$ cat config.mk
export PLATFORM = sky130hd
export DESIGN_NAME = trim_pulse_top
export DESIGN_NICKNAME = d
export VERILOG_FILES = /design/src/rtl/trim_pkg.sv /design/src/rtl/trim_pulse_dp.sv /design/src/rtl/trim_pulse_ctl.sv /design/src/rtl/trim_pulse_top.sv
export SDC_FILE = /design/constraint.sdc
export NUM_CORES = 1
export LEC_CHECK = 0
export BUFFER_PORTS_ARGS = -buffer_cell sky130_fd_sc_hd__buf_2
export CAP_MARGIN = 40
export CORE_ASPECT_RATIO = 0.75
export CORE_UTILIZATION = 37
export DETAILED_ROUTE_END_ITERATION = 6
export GPL_ROUTABILITY_DRIVEN = 0
export PLACE_DENSITY = 0.59
export SETUP_SLACK_MARGIN = 0.3
export SLEW_MARGIN = 40
export SYNTH_ARGS = -nofsm -noshare
export SYNTH_HDL_FRONTEND = slang
export SYNTH_SLANG_ARGS = --single-unit
$ cat constraint.sdc
create_clock -name clk -period 1.8 [get_ports clk]
set_clock_uncertainty 0.15 [all_clocks]
set_input_delay 0.36 -clock clk [delete_from_list [all_inputs] [get_ports clk]]
set_output_delay 0.36 -clock clk [all_outputs]
set_load 0.01 [all_outputs]
$ cat src/rtl/trim_pkg.sv
package trim_pkg;
  typedef struct packed {
    logic run;
    logic restart;
  } trimCtl_t;
endpackage

$ cat src/rtl/trim_pulse_dp.sv
module trim_pulse_dp
  import trim_pkg::*;
#(
  parameter int PERIOD_TICKS = 1700,
  parameter int PULSE_TICKS  = 5
) (
  input  logic     clk,
  input  logic     rstN,
  input  logic     usTick,
  input  trimCtl_t ctl,
  output logic     periodStart,
  output logic     pulseOn
);
  localparam int PW = $clog2(PERIOD_TICKS);
  localparam int LW = $clog2(PULSE_TICKS + 1);
  localparam logic [PW-1:0] LAST = PW'(PERIOD_TICKS - 1);
  localparam logic [LW-1:0] FULL = LW'(PULSE_TICKS);

  logic [PW-1:0] periodCnt;
  logic [LW-1:0] pulseCnt;
  logic wrap;

  assign wrap        = ctl.run && usTick && (periodCnt == LAST);
  assign periodStart = ctl.restart || wrap;
  assign pulseOn     = (pulseCnt != '0);

  always_ff @(posedge clk) begin
    if (!rstN) begin
      periodCnt <= '0;
      pulseCnt  <= '0;
    end else if (ctl.restart) begin
      periodCnt <= '0;
      pulseCnt  <= FULL;
    end else if (!ctl.run) begin
      periodCnt <= '0;
      pulseCnt  <= '0;
    end else if (usTick) begin
      if (periodCnt == LAST) begin
        periodCnt <= '0;
        pulseCnt  <= FULL;
      end else begin
        periodCnt <= periodCnt + 1'b1;
        if (pulseCnt != '0) pulseCnt <= pulseCnt - 1'b1;
      end
    end
  end

  a_r2_width_bound: assert property (@(posedge clk) disable iff (!rstN)
    pulseCnt <= FULL);
  a_r2_no_tick_hold: assert property (@(posedge clk) disable iff (!rstN)
    (ctl.run && !usTick && !ctl.restart) |=> $stable(pulseCnt));
  a_r9_cleared: assert property (@(posedge clk) disable iff (!rstN)
    (!ctl.run && !ctl.restart) |=> !pulseOn);
endmodule

$ cat src/rtl/trim_pulse_ctl.sv
module trim_pulse_ctl
  import trim_pkg::*;
(
  input  logic     clk,
  input  logic     rstN,
  input  logic     chanEn,
  input  logic     activate,
  input  logic     speedUpSel,
  input  logic     aboveTarget,
  input  logic     periodStart,
  input  logic     pulseOn,
  output trimCtl_t ctl,
  output logic     srcPulse,
  output logic     sinkPulse,
  output logic     fastMag,
  output logic     driveEn,
  output logic     atTarget
);
  logic activeQ;
  logic dirSink;
  logic hitQ;

  assign ctl.restart = !activeQ && chanEn && activate;
  assign ctl.run     = activeQ && chanEn;

  always_ff @(posedge clk) begin
    if (!rstN || !chanEn) begin
      activeQ <= 1'b0;
      dirSink <= 1'b0;
      hitQ    <= 1'b0;
    end else if (ctl.restart) begin
      activeQ <= 1'b1;
      dirSink <= aboveTarget;
      hitQ    <= 1'b0;
    end else if (activeQ && periodStart) begin
      dirSink <= aboveTarget;
      if (dirSink != aboveTarget) hitQ <= 1'b1;
    end
  end

  assign driveEn   = activeQ;
  assign srcPulse  = activeQ && pulseOn && !dirSink;
  assign sinkPulse = activeQ && pulseOn && dirSink;
  assign fastMag   = activeQ && speedUpSel && !hitQ;
  assign atTarget  = hitQ;

  a_r3_dir_held: assert property (@(posedge clk) disable iff (!rstN)
    (pulseOn && !periodStart && chanEn) |=> $stable(dirSink));
  a_r8_sticky: assert property (@(posedge clk) disable iff (!rstN)
    (hitQ && chanEn) |=> hitQ);
  a_r9_drop: assert property (@(posedge clk) disable iff (!rstN)
    !chanEn |=> (!driveEn && !srcPulse && !sinkPulse && !atTarget));
  a_r5_start: assert property (@(posedge clk) disable iff (!rstN)
    ctl.restart |=> (driveEn && pulseOn));
endmodule

$ cat src/rtl/trim_pulse_top.sv
module trim_pulse_top
  import trim_pkg::*;
#(
  parameter int PERIOD_TICKS = 1700,
  parameter int PULSE_TICKS  = 5
) (
  input  logic clk,
  input  logic rstN,
  input  logic usTick,
  input  logic chanEn,
  input  logic speedUpSel,
  input  logic activate,
  input  logic aboveTarget,
  output logic srcPulse,
  output logic sinkPulse,
  output logic fastMag,
  output logic driveEn,
  output logic atTarget
);
  trimCtl_t ctl;
  logic periodStart;
  logic pulseOn;

  trim_pulse_dp #(.PERIOD_TICKS(PERIOD_TICKS), .PULSE_TICKS(PULSE_TICKS)) uDp (
    .clk(clk), .rstN(rstN), .usTick(usTick), .ctl(ctl),
    .periodStart(periodStart), .pulseOn(pulseOn));

  trim_pulse_ctl uCtl (
    .clk(clk), .rstN(rstN), .chanEn(chanEn), .activate(activate),
    .speedUpSel(speedUpSel), .aboveTarget(aboveTarget),
    .periodStart(periodStart), .pulseOn(pulseOn), .ctl(ctl),
    .srcPulse(srcPulse), .sinkPulse(sinkPulse), .fastMag(fastMag),
    .driveEn(driveEn), .atTarget(atTarget));

  a_r4_exclusive: assert property (@(posedge clk) disable iff (!rstN)
    $onehot0({srcPulse, sinkPulse}));
  a_r6_tristate: assert property (@(posedge clk) disable iff (!rstN)
    !driveEn |-> (!srcPulse && !sinkPulse));
  a_r7_fast_gate: assert property (@(posedge clk) disable iff (!rstN)
    fastMag |-> (driveEn && !atTarget));
endmodule

==> run summary, run 1 <==
Final period util: 112%
EDFF count, synth: 0
Number of clock sinks: 17
Worst hold path type: input pin to flop
Detailed Place HPWL: 1.35 mm
Failing checks: negative setup slack
Worst EP required: 1.88 ns
Clock tree root buffer cell: clkbuf_4
Post-Synth XOR/XNOR Area: 10.8%
Highest net fanout along the worst path: 4
Antenna cells: 0
Seq/Total Area, Yosys: 38.2%
Reg2reg setup slack: -0.21 ns
# setup viols final: 15
Ratio of cells with drive above 1 in the final layout: 40.2%
Final-report max-slew violation count: 0
Final Critical Period: 2.01 ns
DRC: 0
Reg2Reg Depth: 4
R2r startpoint: uDp.periodCnt[3]
Total Wirelength: 2.07 mm
Placed Cells: 151
Clock buffer count from CTS: 3
Routed Antenna Nets: 0
Initial DRC Count: 15
Fillers: 212
First-pass DRT Iterations: 4
Startpoint Class: flop
Largest net degree at the start of global routing: 13
Die ar.: 0.00261 sq mm
Area of the multi-input gates: 564 sq um
Synth Flop Type: dfxtp_1
Commonest non-fill, non-tap cell in the layout: buf_4
Most frequent cells in the layout: 18 x buf_4, 15 x nor2_1, 12 x dfxtp_1, 10 x nand2_1, 10 x buf_2
CP Capture Type: flop
Routed wire per std cell: 12.6 um
Mapped Area: 891 sq um
Largest family of logic cells by synthesized area: simple AND/OR/NAND/NOR gates
Clock H-tree levels: 1
Vias/cell: 4.90
Unrepaired setup endpoints after global routing: yes
Hold depth: 3
Clock latency on the worst-skew pair: 0.29 ns
Outcome: finished with violations
GRT Residual Overflow: 0
Initial antenna violation count: 0
GRT Total Usage: 18.7%
P_leak: 0.474 nW
Maximum vdd drop: 309 uV
Core area: 0.00214 sq mm
Async SR Flop Fraction: 0%
Area grow syn2layout: 34.3%
Register area: 347 sq um
Post-Synth Adder-Cell Area: 4.21%
Avg Inst Size Synth: 8.82 sq um
First-pass GRT wire length: 3.53 mm
Vias in the first global route: 739
Hold path start: activate
Die W: 58.7 um
Max-cap violations: 0
Worst Tran Pin Value: 0.301 ns
Mapped Nets: 111
Via count: 803
Placement Rows: 14
Power Density: 551 mW/mm^2
Final cell count without fillers: 164
Mux share of post-synthesis cell area: 2.25%
Flops & latches, synth: 17
Initial Utilization: 41.7%
PortBufs: 11
Die height: 44.5 um
Arr. time, crit path: 2.10 ns
Area fraction in compound gates after synthesis: 7.44%
Final setup margin: -0.214 ns
Achievable Freq: 496 MHz
Crit Path Class: flop to flop
Post-layout net count: 143
Post-CTS Hold Buffers: 0
Yosys cell types: 36
CTS tree: built
Synthesized instance count: 101
Worst-path clk slew: 0.10 ns
Clock buffer depth: 2
Final hold violations: 0
Rel. slew slack: 79.7%
Reg2Reg Capture Point: uCtl.dirSink
Setup TNS: -1.87 ns
# IOs: 12
Yosys warnings: 0
Simple-Gate Fraction of Synth Area: 32.9%
Worst hold endpoint: uCtl.driveEn
## critical path, stage by stage, from the launching register on
cell     delay, ns
dfxtp_2       0.34
or4b_4        0.54
or4_4         0.57
o21ai_2       0.17
mux2i_1       0.18
## flip-flops by register name (all words and copies together) (netlist names)
signal and count:
uCtl.atTarget 1, uCtl.driveEn 1, uCtl.dirSink 1, uDp.periodCnt 11, uDp.pulseCnt 3
## stage by stage
stage          area, sq um  total power, mW  util [%]  hold slack, ns  setup slack, ns
3_3_place_gp          1040            0.445      48.5           0.335           -0.164
5_1_grt               1200            0.694      56.0           0.172           -0.252
2_1_floorplan          893            0.428         -           0.319           -0.129
4_1_cts               1160            0.665      54.3           0.154           -0.207
6_report              1200            0.660      56.0           0.168           -0.214
3_5_place_dp          1040            0.445      48.5           0.332           -0.180
## cells in the mapped netlist, types with 3 or more instances
master	number	area [sq um]
xor2_1	5	43.8
inv_1	3	11.3
nand4_1	3	18.8
nand3_1	4	20.0
nand2_1	11	41.3
xnor2_1	6	52.6
ha_1	3	37.5
nor2_1	15	56.3
dfxtp_1	17	340
## timing repair
action,CTS,global route
setup endpoints to repair,20,20
gates resized for setup,13,3
setup buffers,6,3
endpoints found under the hold margin,0,0
pin swaps,4,4
## final cells by class
cell class	count	area share (%)
Clock buffer	4	2.20
Inverter	3	0.941
Multi-Input combinational cell	78	47.2
Sequential cell	17	29.0
Tap cell	32	3.35
Timing Repair Buffer	30	17.4
## cells by family after synthesis
| logic type | Yosys count |
|---|---|
| AO/OA/AOI/OAI | 9 |
| XOR/XNOR | 11 |
| adder cells (fa/ha/maj) | 3 |
| buffers and inverters | 6 |
| flip-flops | 17 |
| multiplexers | 2 |
| AND/OR/NAND/NOR | 53 |
## metal layers
metal  up-vias  global-route usage [%]  part of all wire [%]
met3         2                    7.02                   5.5
met1       365                    26.0                    51
met4         0                    6.19                  0.63
li1        417                       -                     -
met5         -                       0                     0
met2        19                    26.4                    43
## power breakdown
part	switching, mW	internal, mW	leakage (nW)
combinational	0.0345	0.0322	0.319
sequential	0.00691	0.381	0.140
clock	0.119	0.0863	0.0150
## worst max path at each step
stage / cells past startpoint / startpoint / to
finish: 4 / uDp.periodCnt[3] / uCtl.dirSink
global placement: 4 / uDp.periodCnt[3] / uCtl.dirSink
global route: 4 / uDp.periodCnt[3] / uCtl.dirSink
floorplan: 4 / uDp.periodCnt[3] / uCtl.dirSink
detailed placement: 4 / uDp.periodCnt[3] / uCtl.dirSink
CTS: 4 / uDp.periodCnt[3] / uCtl.dirSink
No activity file was read; power rests on OpenSTA's default activity.
==> inputs of run 2 (changes only) <==
- CORE_UTILIZATION: 37 -> 30
- PLACE_DENSITY: 0.59 -> 0.51
==> run 2 against run 1 <==
Highest routed layer unchanged. Global-route usage fell by 3.1 points. Flip-flop and latch count did not move. Count of clock-buffer cells in the layout unchanged. Die area is 22% higher. Largest power group unchanged. Cell area up 8.2%. Fmax decreased by 0.58%. The run still ends with negative setup slack left. Largest cell class unchanged. Sequential share of layout area shrank 2.0 points.
==> run summary, run 2 (synthesis results as in run 1) <==
Fillers: 273
First-pass DRT Iterations: 3
Final Critical Period: 2.03 ns
Routed wire per std cell: 12.4 um
Register area: 349 sq um
Clock buffer count from CTS: 3
Worst hold path type: input pin to flop
Final setup margin: -0.226 ns
CP max stage cell: or4_4
Total power: 0.752 mW
Highest net fanout along the worst path: 4
R2r startpoint: uDp.periodCnt[4]
Via count: 826
GRT Residual Overflow: 0
PortBufs: 11
# setup viols final: 14
Initial Utilization: 33.0%
Placement Rows: 16
Power Density: 581 mW/mm^2
Vias/cell: 4.80
Post-layout net count: 147
Max-cap violations: 0
Clock tree root buffer cell: clkbuf_8
Ratio of cells with drive above 1 in the final layout: 42.6%
Critical path cell sequence: or4b_4 > or4_4 > a311oi_1
CP peak stage delay: 0.57 ns
Die W: 64.9 um
Cell family with most CP delay: simple AND/OR/NAND/NOR gates
Placed Cells: 155
Initial antenna violation count: 0
Achievable Freq: 494 MHz
Hold path start: activate
CP Capture Type: flop
Worst Setup SP: uDp.periodCnt[4]
Worst-path clk slew: 0.06 ns
Vias in the first global route: 788
Final cell count without fillers: 172
Area of the multi-input gates: 597 sq um
Final period util: 113%
# IOs: 12
Total Wirelength: 2.14 mm
Rel. slew slack: 74.4%
Clock H-tree levels: 1
Antenna cells: 0
Arr. time, crit path: 2.02 ns
Core area: 0.00270 sq mm
Maximum vdd drop: 333 uV
CTS tree: built
Routed Antenna Nets: 0
Most frequent cells in the layout: 19 x buf_4, 15 x nor2_1, 12 x dfxtp_1, 10 x nand2_1, 10 x buf_2
Unrepaired setup endpoints after global routing: yes
Area grow syn2layout: 45.2%
Max FFs per register: 11
Finished Core Util: 47.9%
Worst Tran Pin Value: 0.384 ns
First-pass GRT wire length: 3.71 mm
Final hold violations: 0
DRC: 0
Die ar.: 0.00319 sq mm
Largest net degree at the start of global routing: 14
P_leak: 0.506 nW
Failing checks: negative setup slack
Setup TNS: -2.73 ns
GRT Total Usage: 15.5%
Clock latency on the worst-skew pair: 0.25 ns
WP buf/inv: 0
Initial DRC Count: 12
Reg with most FFs: uDp.periodCnt
Number of clock sinks: 17
Startpoint Class: flop
Crit Path Class: flop to flop
Clock buffer depth: 2
Outcome: finished with violations
Final-report max-slew violation count: 0
Worst EP required: 1.79 ns
Detailed Place HPWL: 1.40 mm
Die height: 49.2 um
Top Registers: uDp.periodCnt (11), uDp.pulseCnt (3)
Commonest non-fill, non-tap cell in the layout: buf_4
-- run 2: cell types whose count changed in the layout (fill, tap and decap cells not counted), sizes merged --
cell   before  now
buf        30   33
nand3       5    6
-- run 2: cell type report --
class	instances	share of cell area, %
clock buffers	4	3.48
inverters	3	0.870
flip-flops and latches	17	27.0
repair buffers	33	19.1
well taps	36	3.48
multi-input cells	79	46.1
-- run 2: worst paths after layout --
kind	end	slack, ns	cells past startpoint
max	uDp.pulseCnt[0]	-0.23	3
min	uCtl.driveEn	0.20	3
max reg2reg	uDp.pulseCnt[0]	-0.23	3
min reg2reg	uCtl.dirSink	0.37	2
-- run 2: repair_timing --
action | in CTS | in global routing
gates resized for setup | 16 | 6
hold buffers | 0 | 0
setup buffers | 7 | 5
pin swaps | 7 | 5
setup endpoints to repair | 20 | 19
cloned | 1 | 0
-- run 2: report_power, final --
group	leakage (nW)	switching, mW	internal, mW
clock	0.0228	0.127	0.157
sequential	0.140	0.00447	0.380
combinational	0.343	0.0419	0.0421
-- run 2: per-layer routing --
| layer | share of wire (%) | wire [um] | GRT usage (%) | vias to the layer above |
|---|---|---|---|---|
| li1 | - | - | - | 423 |
| met1 | 49 | 1040 | 19.4 | 388 |
| met2 | 46 | 977 | 24.8 | 10 |
| met3 | 4.0 | 86 | 5.14 | 5 |
| met4 | 1.3 | 27 | 5.56 | 0 |
| met5 | 0 | 0 | 0 | - |
-- run 2: tightest hold or removal path, cell delays in order --
cell and delay [ns]:
buf_2 0.09, nor2_1 0.05, nor2_1 0.07
-- run 2: through the flow --
step / cell area [sq um] / setup WS (ns) / hold WS, ns
2_1_floorplan: 893 / -0.129 / 0.319
3_3_place_gp: 1040 / -0.239 / 0.330
3_5_place_dp: 1040 / -0.211 / 0.332
4_1_cts: 1210 / -0.209 / 0.200
5_1_grt: 1290 / -0.263 / 0.225
6_report: 1290 / -0.226 / 0.202
